[config.mk]
export PLATFORM = sky130hd
export DESIGN_NAME = flash_cmd_decoder
export DESIGN_NICKNAME = d
export VERILOG_FILES = /design/src/rtl/fcd_pkg.sv /design/src/rtl/fcd_buf_counter.sv /design/src/rtl/fcd_lock_bank.sv /design/src/rtl/fcd_seq_fsm.sv /design/src/rtl/flash_cmd_decoder.sv
export SDC_FILE = /design/constraint.sdc
export NUM_CORES = 1
export LEC_CHECK = 0
export BUFFER_PORTS_ARGS = -buffer_cell sky130_fd_sc_hd__buf_2
export CAP_MARGIN = 20
export CORE_UTILIZATION = 40
export DETAILED_ROUTE_END_ITERATION = 16
export GPL_TIMING_DRIVEN = 0
export PLACE_DENSITY = 0.7
export SYNTH_ARGS = -nofsm -noshare
export SYNTH_HDL_FRONTEND = slang
export SYNTH_HIERARCHICAL = 1
export SYNTH_SLANG_ARGS = --single-unit
export TNS_END_PERCENT = 50
[constraint.sdc]
create_clock -name clk_i -period 2.92 [get_ports clk_i]
set_clock_uncertainty 0.15 [all_clocks]
set_input_delay 0.584 -clock clk_i [delete_from_list [all_inputs] [get_ports clk_i]]
set_output_delay 0.584 -clock clk_i [all_outputs]
set_load 0.02 [all_outputs]
[src/rtl/fcd_pkg.sv]
package fcd_pkg;
  typedef enum logic [3:0] {
    S_IDLE, S_PGM, S_PROT, S_BCNT, S_BDATA, S_BCONF, S_ERS, S_LOCK
  } seq_state_e;

  typedef enum logic [1:0] {RD_ARRAY, RD_STATUS, RD_XSTAT} rd_mode_e;

  localparam logic [2:0] OP_NONE    = 3'd0;
  localparam logic [2:0] OP_PROGRAM = 3'd1;
  localparam logic [2:0] OP_BUFFER  = 3'd2;
  localparam logic [2:0] OP_ERASE   = 3'd3;
  localparam logic [2:0] OP_PROTECT = 3'd4;

  localparam logic [7:0] C_RD_ARRAY = 8'hFF;
  localparam logic [7:0] C_RD_STAT  = 8'h70;
  localparam logic [7:0] C_CLR_STAT = 8'h50;
  localparam logic [7:0] C_PGM_A    = 8'h40;
  localparam logic [7:0] C_PGM_B    = 8'h10;
  localparam logic [7:0] C_PROT     = 8'hC0;
  localparam logic [7:0] C_BUF      = 8'hE8;
  localparam logic [7:0] C_ERASE    = 8'h20;
  localparam logic [7:0] C_LOCK     = 8'h60;
  localparam logic [7:0] C_SET_LOCK = 8'h01;
  localparam logic [7:0] C_CONFIRM  = 8'hD0;
endpackage

[src/rtl/fcd_buf_counter.sv]
module fcd_buf_counter #(
  parameter int CNT_W = 5
) (
  input  logic             clk_i,
  input  logic             rst_ni,
  input  logic             load_i,
  input  logic [CNT_W-1:0] load_val_i,
  input  logic             step_i,
  output logic             last_o,
  output logic [CNT_W-1:0] idx_o
);
  logic [CNT_W-1:0] remain_q;
  logic [CNT_W-1:0] idx_q;

  always_ff @(posedge clk_i or negedge rst_ni) begin
    if (!rst_ni) begin
      remain_q <= '0;
      idx_q    <= '0;
    end else if (load_i) begin
      remain_q <= load_val_i;
      idx_q    <= '0;
    end else if (step_i) begin
      remain_q <= remain_q - 1'b1;
      idx_q    <= idx_q + 1'b1;
    end
  end

  assign last_o = (remain_q == '0);
  assign idx_o  = idx_q;

  a_r5_idx_step: assert property (@(posedge clk_i) disable iff (!rst_ni)
    step_i && !load_i && !last_o |=> idx_o == $past(idx_o) + 1'b1);
  a_r5_load_zero: assert property (@(posedge clk_i) disable iff (!rst_ni)
    load_i |=> idx_o == '0);
endmodule

[src/rtl/fcd_lock_bank.sv]
module fcd_lock_bank #(
  parameter int NUM_BLOCKS = 8,
  localparam int BLK_W = $clog2(NUM_BLOCKS)
) (
  input  logic                  clk_i,
  input  logic                  rst_ni,
  input  logic                  set_i,
  input  logic [BLK_W-1:0]      set_idx_i,
  input  logic                  clr_all_i,
  output logic [NUM_BLOCKS-1:0] lock_o
);
  for (genvar b = 0; b < NUM_BLOCKS; b++) begin : g_lock
    always_ff @(posedge clk_i or negedge rst_ni) begin
      if (!rst_ni)                                   lock_o[b] <= 1'b0;
      else if (clr_all_i)                            lock_o[b] <= 1'b0;
      else if (set_i && set_idx_i == BLK_W'(b))      lock_o[b] <= 1'b1;
    end
  end

  a_r9_clear_all: assert property (@(posedge clk_i) disable iff (!rst_ni)
    clr_all_i |=> lock_o == '0);
  a_r9_set_one: assert property (@(posedge clk_i) disable iff (!rst_ni)
    set_i && !clr_all_i |=> lock_o[$past(set_idx_i)]);
endmodule

[src/rtl/fcd_seq_fsm.sv]
module fcd_seq_fsm
  import fcd_pkg::*;
#(
  parameter int ADDR_W     = 16,
  parameter int NUM_BLOCKS = 8,
  parameter int BUF_WORDS  = 16,
  localparam int BLK_W = $clog2(NUM_BLOCKS),
  localparam int CNT_W = $clog2(2 * BUF_WORDS)
) (
  input  logic                  clk_i,
  input  logic                  rst_ni,
  input  logic                  word_mode_i,
  input  logic                  wr_en_i,
  input  logic [ADDR_W-1:0]     wr_addr_i,
  input  logic [15:0]           wr_data_i,
  input  logic [NUM_BLOCKS-1:0] lock_i,
  input  logic                  cnt_last_i,
  input  logic [CNT_W-1:0]      cnt_idx_i,
  output logic                  cnt_load_o,
  output logic [CNT_W-1:0]      cnt_val_o,
  output logic                  cnt_step_o,
  output logic                  lock_set_o,
  output logic [BLK_W-1:0]      lock_idx_o,
  output logic                  lock_clr_o,
  output logic                  seq_err_o,
  output logic                  lock_err_o,
  output logic                  clr_stat_o,
  output logic                  mode_we_o,
  output rd_mode_e              mode_o,
  output logic                  op_valid_o,
  output logic [2:0]            op_kind_o,
  output logic [ADDR_W-1:0]     op_addr_o,
  output logic [15:0]           op_data_o,
  output logic [CNT_W-1:0]      op_count_o,
  output logic                  buf_wr_o,
  output logic [CNT_W-1:0]      buf_idx_o,
  output logic [ADDR_W-1:0]     buf_addr_o,
  output logic [15:0]           buf_data_o
);
  localparam logic [7:0] MAX_WORD = 8'(BUF_WORDS - 1);
  localparam logic [7:0] MAX_BYTE = 8'(2 * BUF_WORDS - 1);

  seq_state_e         st_q, st_d;
  logic [ADDR_W-1:0]  start_addr_q;
  logic [CNT_W-1:0]   n_q;
  logic [7:0]         cmd;
  logic [15:0]        wdat;
  logic [BLK_W-1:0]   q_blk;
  logic               q_locked;
  logic               fire;
  logic [2:0]         fire_kind;
  logic [ADDR_W-1:0]  fire_addr;
  logic [15:0]        fire_data;

  assign cmd        = wr_data_i[7:0];
  assign wdat       = word_mode_i ? wr_data_i : {8'h00, wr_data_i[7:0]};
  assign q_blk      = (st_q == S_BCONF) ? start_addr_q[ADDR_W-1 -: BLK_W]
                                        : wr_addr_i[ADDR_W-1 -: BLK_W];
  assign q_locked   = lock_i[q_blk];
  assign lock_idx_o = wr_addr_i[ADDR_W-1 -: BLK_W];
  assign cnt_val_o  = cmd[CNT_W-1:0];

  always_comb begin
    st_d       = st_q;
    cnt_load_o = 1'b0;
    cnt_step_o = 1'b0;
    lock_set_o = 1'b0;
    lock_clr_o = 1'b0;
    seq_err_o  = 1'b0;
    lock_err_o = 1'b0;
    clr_stat_o = 1'b0;
    mode_we_o  = 1'b0;
    mode_o     = RD_STATUS;
    fire       = 1'b0;
    fire_kind  = OP_NONE;
    fire_addr  = wr_addr_i;
    fire_data  = wdat;
    if (wr_en_i) begin
      unique case (st_q)
        S_IDLE: begin
          unique case (cmd)
            C_RD_ARRAY: begin mode_we_o = 1'b1; mode_o = RD_ARRAY; end
            C_RD_STAT:  mode_we_o = 1'b1;
            C_CLR_STAT: clr_stat_o = 1'b1;
            C_PGM_A, C_PGM_B: st_d = S_PGM;
            C_PROT:     st_d = S_PROT;
            C_BUF: begin
              st_d = S_BCNT; mode_we_o = 1'b1; mode_o = RD_XSTAT;
            end
            C_ERASE:    st_d = S_ERS;
            C_LOCK:     st_d = S_LOCK;
            default: ;
          endcase
        end
        S_PGM: begin
          st_d = S_IDLE; mode_we_o = 1'b1;
          if (q_locked) lock_err_o = 1'b1;
          else begin fire = 1'b1; fire_kind = OP_PROGRAM; end
        end
        S_PROT: begin
          st_d = S_IDLE; mode_we_o = 1'b1;
          fire = 1'b1; fire_kind = OP_PROTECT;
        end
        S_BCNT: begin
          if (cmd > (word_mode_i ? MAX_WORD : MAX_BYTE)) begin
            st_d = S_IDLE; seq_err_o = 1'b1; mode_we_o = 1'b1; mode_o = RD_ARRAY;
          end else begin
            st_d = S_BDATA; cnt_load_o = 1'b1;
          end
        end
        S_BDATA: begin
          cnt_step_o = 1'b1;
          if (cnt_last_i) st_d = S_BCONF;
        end
        S_BCONF, S_ERS: begin
          st_d = S_IDLE; mode_we_o = 1'b1;
          if (cmd != C_CONFIRM) begin
            seq_err_o = 1'b1; mode_o = RD_ARRAY;
          end else if (q_locked) begin
            lock_err_o = 1'b1;
          end else begin
            fire      = 1'b1;
            fire_data = '0;
            if (st_q == S_BCONF) begin
              fire_kind = OP_BUFFER; fire_addr = start_addr_q;
            end else begin
              fire_kind = OP_ERASE;
            end
          end
        end
        S_LOCK: begin
          st_d = S_IDLE; mode_we_o = 1'b1;
          if (cmd == C_CONFIRM)       lock_clr_o = 1'b1;
          else if (cmd == C_SET_LOCK) lock_set_o = 1'b1;
          else begin seq_err_o = 1'b1; mode_o = RD_ARRAY; end
        end
        default: st_d = S_IDLE;
      endcase
    end
  end

  always_ff @(posedge clk_i or negedge rst_ni) begin
    if (!rst_ni) begin
      st_q         <= S_IDLE;
      start_addr_q <= '0;
      n_q          <= '0;
      op_valid_o   <= 1'b0;
      op_kind_o    <= OP_NONE;
      op_addr_o    <= '0;
      op_data_o    <= '0;
      op_count_o   <= '0;
      buf_wr_o     <= 1'b0;
      buf_idx_o    <= '0;
      buf_addr_o   <= '0;
      buf_data_o   <= '0;
    end else begin
      st_q       <= st_d;
      op_valid_o <= fire;
      buf_wr_o   <= cnt_step_o;
      if (wr_en_i && st_q == S_IDLE && cmd == C_BUF) start_addr_q <= wr_addr_i;
      if (cnt_load_o) n_q <= cnt_val_o;
      if (fire) begin
        op_kind_o  <= fire_kind;
        op_addr_o  <= fire_addr;
        op_data_o  <= fire_data;
        op_count_o <= (fire_kind == OP_BUFFER) ? n_q : '0;
      end
      if (cnt_step_o) begin
        buf_idx_o  <= cnt_idx_i;
        buf_addr_o <= wr_addr_i;
        buf_data_o <= wdat;
      end
    end
  end

  a_r2_single_pulse: assert property (@(posedge clk_i) disable iff (!rst_ni)
    op_valid_o |=> !op_valid_o);
  a_r6_confirm_seen: assert property (@(posedge clk_i) disable iff (!rst_ni)
    op_valid_o && op_kind_o == OP_BUFFER |-> $past(wr_en_i) && $past(wr_data_i[7:0]) == C_CONFIRM);
  a_r10_not_locked: assert property (@(posedge clk_i) disable iff (!rst_ni)
    op_valid_o && op_kind_o == OP_PROGRAM
      |-> ($past(lock_i) & (NUM_BLOCKS'(1) << op_addr_o[ADDR_W-1 -: BLK_W])) == '0);
  a_r5_idx_in_range: assert property (@(posedge clk_i) disable iff (!rst_ni)
    buf_wr_o |-> buf_idx_o <= n_q);
endmodule

[src/rtl/flash_cmd_decoder.sv]
module flash_cmd_decoder
  import fcd_pkg::*;
#(
  parameter int ADDR_W     = 16,
  parameter int NUM_BLOCKS = 8,
  parameter int BUF_WORDS  = 16,
  localparam int BLK_W = $clog2(NUM_BLOCKS),
  localparam int CNT_W = $clog2(2 * BUF_WORDS)
) (
  input  logic              clk_i,
  input  logic              rst_ni,
  input  logic              word_mode_i,
  input  logic              wr_en_i,
  input  logic [ADDR_W-1:0] wr_addr_i,
  input  logic [15:0]       wr_data_i,
  input  logic              wsm_busy_i,
  output logic              op_valid_o,
  output logic [2:0]        op_kind_o,
  output logic [ADDR_W-1:0] op_addr_o,
  output logic [15:0]       op_data_o,
  output logic [CNT_W-1:0]  op_count_o,
  output logic              buf_wr_o,
  output logic [CNT_W-1:0]  buf_idx_o,
  output logic [ADDR_W-1:0] buf_addr_o,
  output logic [15:0]       buf_data_o,
  output logic [15:0]       rd_data_o,
  output logic [15:0]       rd_oe_o
);
  logic                  cnt_load, cnt_step, cnt_last;
  logic [CNT_W-1:0]      cnt_val, cnt_idx;
  logic                  lock_set, lock_clr;
  logic [BLK_W-1:0]      lock_idx;
  logic [NUM_BLOCKS-1:0] locks;
  logic                  seq_err_set, lock_err_set, clr_stat, mode_we;
  rd_mode_e              mode_d, mode_q;
  logic                  seq_err_q, lock_err_q;
  logic [7:0]            stat_byte, xstat_byte;
  logic [15:0]           full_mask;

  fcd_seq_fsm #(.ADDR_W(ADDR_W), .NUM_BLOCKS(NUM_BLOCKS), .BUF_WORDS(BUF_WORDS)) u_fsm (
    .clk_i, .rst_ni, .word_mode_i, .wr_en_i, .wr_addr_i, .wr_data_i,
    .lock_i(locks), .cnt_last_i(cnt_last), .cnt_idx_i(cnt_idx),
    .cnt_load_o(cnt_load), .cnt_val_o(cnt_val), .cnt_step_o(cnt_step),
    .lock_set_o(lock_set), .lock_idx_o(lock_idx), .lock_clr_o(lock_clr),
    .seq_err_o(seq_err_set), .lock_err_o(lock_err_set), .clr_stat_o(clr_stat),
    .mode_we_o(mode_we), .mode_o(mode_d),
    .op_valid_o, .op_kind_o, .op_addr_o, .op_data_o, .op_count_o,
    .buf_wr_o, .buf_idx_o, .buf_addr_o, .buf_data_o
  );

  fcd_buf_counter #(.CNT_W(CNT_W)) u_cnt (
    .clk_i, .rst_ni, .load_i(cnt_load), .load_val_i(cnt_val),
    .step_i(cnt_step), .last_o(cnt_last), .idx_o(cnt_idx)
  );

  fcd_lock_bank #(.NUM_BLOCKS(NUM_BLOCKS)) u_locks (
    .clk_i, .rst_ni, .set_i(lock_set), .set_idx_i(lock_idx),
    .clr_all_i(lock_clr), .lock_o(locks)
  );

  always_ff @(posedge clk_i or negedge rst_ni) begin
    if (!rst_ni) begin
      mode_q     <= RD_ARRAY;
      seq_err_q  <= 1'b0;
      lock_err_q <= 1'b0;
    end else begin
      if (mode_we) mode_q <= mode_d;
      if (clr_stat) begin
        seq_err_q  <= 1'b0;
        lock_err_q <= 1'b0;
      end else begin
        if (seq_err_set)  seq_err_q  <= 1'b1;
        if (lock_err_set) lock_err_q <= 1'b1;
      end
    end
  end

  assign stat_byte  = {~wsm_busy_i, 1'b0, seq_err_q, 3'b000, lock_err_q, 1'b0};
  assign xstat_byte = {~wsm_busy_i, 7'b0};
  assign full_mask  = word_mode_i ? 16'hFFFF : 16'h00FF;

  always_comb begin
    rd_data_o = '0;
    rd_oe_o   = '0;
    if (mode_q != RD_ARRAY) begin
      rd_oe_o = wsm_busy_i ? 16'h0080 : full_mask;
      if (!wsm_busy_i) rd_data_o = {8'h00, (mode_q == RD_XSTAT) ? xstat_byte : stat_byte};
    end
  end

  a_r7_seq_err_cause: assert property (@(posedge clk_i) disable iff (!rst_ni)
    $rose(seq_err_q) |-> $past(wr_en_i));
  a_r13_clear_wins: assert property (@(posedge clk_i) disable iff (!rst_ni)
    clr_stat |=> !seq_err_q && !lock_err_q);
  a_r10_lock_err_no_op: assert property (@(posedge clk_i) disable iff (!rst_ni)
    lock_err_set |=> !op_valid_o);
endmodule

==> metrics.yaml <==
final_layout:
  n_fill_cell: 1404
  num_antenna_cells: 0
  layout_common_cells: "buf_2 (140), nand2_1 (139), dfrtp_1 (125)"
  finalNetCount: 828
  layout-drive-gt1-share_pct: 31.5
  layout_commonest_cell: "buf_2"
  area_delta_synth_final_pct: 25.6
timing:
  worst_slew_pin_slew_ns: 0.688
  post-route-period-util_pct: 94.2
  relSlewSlack_pct: 54.2
  max_freq_mhz: 363
  finalCriticalPeriod_ns: 2.75
  grt_setup_unrepaired: "yes"
  setup_viol: 0
  drv_slew: 0
  hold_viol: 0
  fin_hold_ws_ns: 0.213
logic_synthesis:
  synth_seq_cells: 125
  yosysUniqueCellTypes: 68
  synthArstFlopShare_pct: 100
  synth_top_area_cell: "dfrtp_1"
  synth.avg_cell_area_um2: 9.79
  seq_area_frac_synth_pct: 50.9
  yosys_warnings: 6
  synthCells: 628
  synthFlopType: "dfrtp_1"
  syn_area_mm2: 0.00615
  synth_top_area_share_pct: 50.9
  synthTopCellsByArea: "dfrtp_1 (51%), nand2_1 (8.5%), buf_4 (4.5%)"
  synth_enable_flop_cells: 0
die:
  die_w_um: 126
  start_util_pct: 41.7
  dieHeight_um: 126
  dieArea_mm2: 0.0159
  io_pins: 148
  coreArea_mm2: 0.0148
  rows: 44
drt:
  post_drt_wl_per_cell_um: 16.1
  totalWireLength_um: 15900
  top_layer: "met4"
  drt-met1-wl_um: 7010
  via_count: 5152
  drt_first_pass_iters: 5
  postRouteAntennaNets: 0
  drtIter0Drc: 306
  routed-wl-met3_um: 1170
  wl_met2_um: 7360
  post-route-drc-count: 0
  viasPerCell: 5.23
worst_setup_path:
  path_delay_family: "simple AND/OR/NAND/NOR gates"
  cpMaxStageDelayCell: "dfrtp_1"
  cp_max_fo: 10
  critPathCaptureType: "flip-flop"
  critPathKind: "reg -> reg"
  cp_common_cell: "clkbuf_1"
  worst_setup_path_start_kind: "flip-flop"
  crit_arrival_ns: 2.95
  crit_required_ns: 3.12
  path_cells: "clkbuf_1 -> clkbuf_1 -> nand4_1 -> nor2_2 -> or4b_1 -> a21oi_1"
  crit_buf_inv: 2
  slowest_delay_ns: 0.49
cts:
  cts_tree: "built"
  post_cts_buffers: 0
  root_buffer: "clkbuf_16"
  clk_transition_reported_paths_ns: 0.06
  cts_sinks: 125
  numCtsBuffers: 17
  cts_buffer_depth: 2
  htree_num_levels: 4
  clock_latency_ns: 0.42
min_path:
  hold_path_class: "in -> reg"
power_and_ir_drop:
  finalPower_mw: 4.51
  p_leak_nw: 4.09
  powerDensity_mw_per_mm2: 584
  peakVddDrop_mv: 0.448
global_routing:
  antenna_found_initial: 0
  grt_pass1_vias: 4874
  grt_usage_pct: 20.9
  grt_pass1_wl_um: 25700
  grt_start_max_net_pins: 97
  grt.overflow.total: 0
placed_design:
  gp_congestion: 0.826
  hpwl_um: 11100
  io_buffers: 128
run_status:
  outcome: "complete, no violations"
flow_run:
  drv_cap: 0
-- final cells by class --
| class | instances | area (um^2) | area share (%) |
|---|---|---|---|
| Buffer | 77 | 459 | 5.95 |
| Clock buffer | 19 | 453 | 5.86 |
| Clock inverter | 13 | 163 | 2.11 |
| Inverter | 17 | 63.8 | 0.826 |
| Multi-Input combinational cell | 420 | 2540 | 32.9 |
| Sequential cell | 125 | 3130 | 40.5 |
| Tap cell | 184 | 230 | 2.98 |
| Timing Repair Buffer | 130 | 684 | 8.86 |
-- tightest hold or removal path, cell delays in order --
cell	delay, ns
buf_4	0.08
nand2_1	0.04
o21ai_0	0.05
-- registers in the layout, summed over array words and instances, names as in the netlist, 8 cells and up --
| signal | count |
|---|---|
| u_fsm/buf_addr_o | 16 |
| u_fsm/op_data_o | 16 |
| u_fsm/op_addr_o | 16 |
| u_fsm/buf_data_o | 16 |
| u_locks/lock_o | 8 |
| u_fsm/start_addr_q | 16 |
-- where the power goes --
part / total [mW] / switching (mW) / leakage (nW) / internal [mW]
Sequential: 1.84 / 0.0375 / 1.68 / 1.80
Combinational: 0.486 / 0.302 / 2.11 / 0.183
Clock: 2.19 / 0.802 / 0.296 / 1.39
Total: 4.51 / 1.14 / 4.09 / 3.37
-- layer usage --
layer  vias up  GRT usage [%]
met5         -              0
met4         0           8.43
met3        25           5.82
met2       182           32.8
met1      2487           27.4
li1       2458              -
-- final timing paths --
kind	from	to	slack [ns]	cells past startpoint
min in group asynchronous	rst_ni	u_fsm/op_data_o[7]	0.45	2
min	wr_data_i[2]	u_cnt/remain_q[2]	0.21	3
min reg2reg	u_fsm/buf_idx_o[2]	u_fsm/buf_idx_o[2]	0.31	2
max reg2reg	u_fsm/st_q[2]	u_locks/lock_o[0]	0.17	6
max in group asynchronous	rst_ni	u_locks/lock_o[4]	1.40	3
max	u_fsm/st_q[2]	u_locks/lock_o[0]	0.17	6
-- through the flow --
| stage | cells | setup WS, ns | TNS [ns] | util (%) | instance area [um^2] |
|---|---|---|---|---|---|
| floorplan | 640 | 0.435 | 0 | - | 6190 |
| global placement | 952 | -0.536 | -67.00 | 47.9 | 7070 |
| detailed placement | 953 | -0.172 | -1.68 | 48.1 | 7100 |
| CTS | 986 | 0.0772 | 0 | 52.4 | 7720 |
| global route | 985 | -0.00663 | -0.00663 | 52.3 | 7720 |
| finish | 985 | 0.169 | 0 | 52.3 | 7720 |
-- Yosys cell counts, types with 2 or more instances --
cell type  number
mux4_2          2
o31ai_1         2
buf_6           2
and3_1          3
buf_1           7
a41oi_1         2
inv_1          15
nor2b_1         3
buf_4          37
inv_2           2
mux2i_1         8
a31oi_1        14
a32o_1          9
ha_1            3
nor4_1          3
and2_1          2
nand4_1        21
xor2_1          6
nand4b_1        4
o21ai_0        19
dfrtp_1       125
buf_2          13
nand3b_1        2
nand2b_1        5
mux2_4          2
a22o_1          9
nor2_1         37
a211oi_1        2
nand4bb_1       3
and3b_1         2
nand3_1        17
mux2_2         22
xnor2_1         3
clkbuf_1       19
nor3_1          3
nand2_1       139
a21oi_1        30
-- logic make-up (layout without fill, tap and decap cells) --
group,Yosys count,in the layout,share of synthesized area [%]
flip-flops,125,125,50.9
other,1,13,0.0610
AND/OR/NAND/NOR,255,255,19.7
multiplexers,35,35,6.78
AO/OA/AOI/OAI,105,105,12.1
buffers and inverters,95,256,8.57
XOR/XNOR,9,9,1.28
adder cells (fa/ha/maj),3,3,0.610
-- what timing repair did --
action	4_1_cts	5_1_grt
gates resized for setup	0	1
hold buffers	1	0
hold endpoints to repair	29	0
setup endpoints to repair	0	3
No activity file was read; power rests on OpenSTA's default activity.
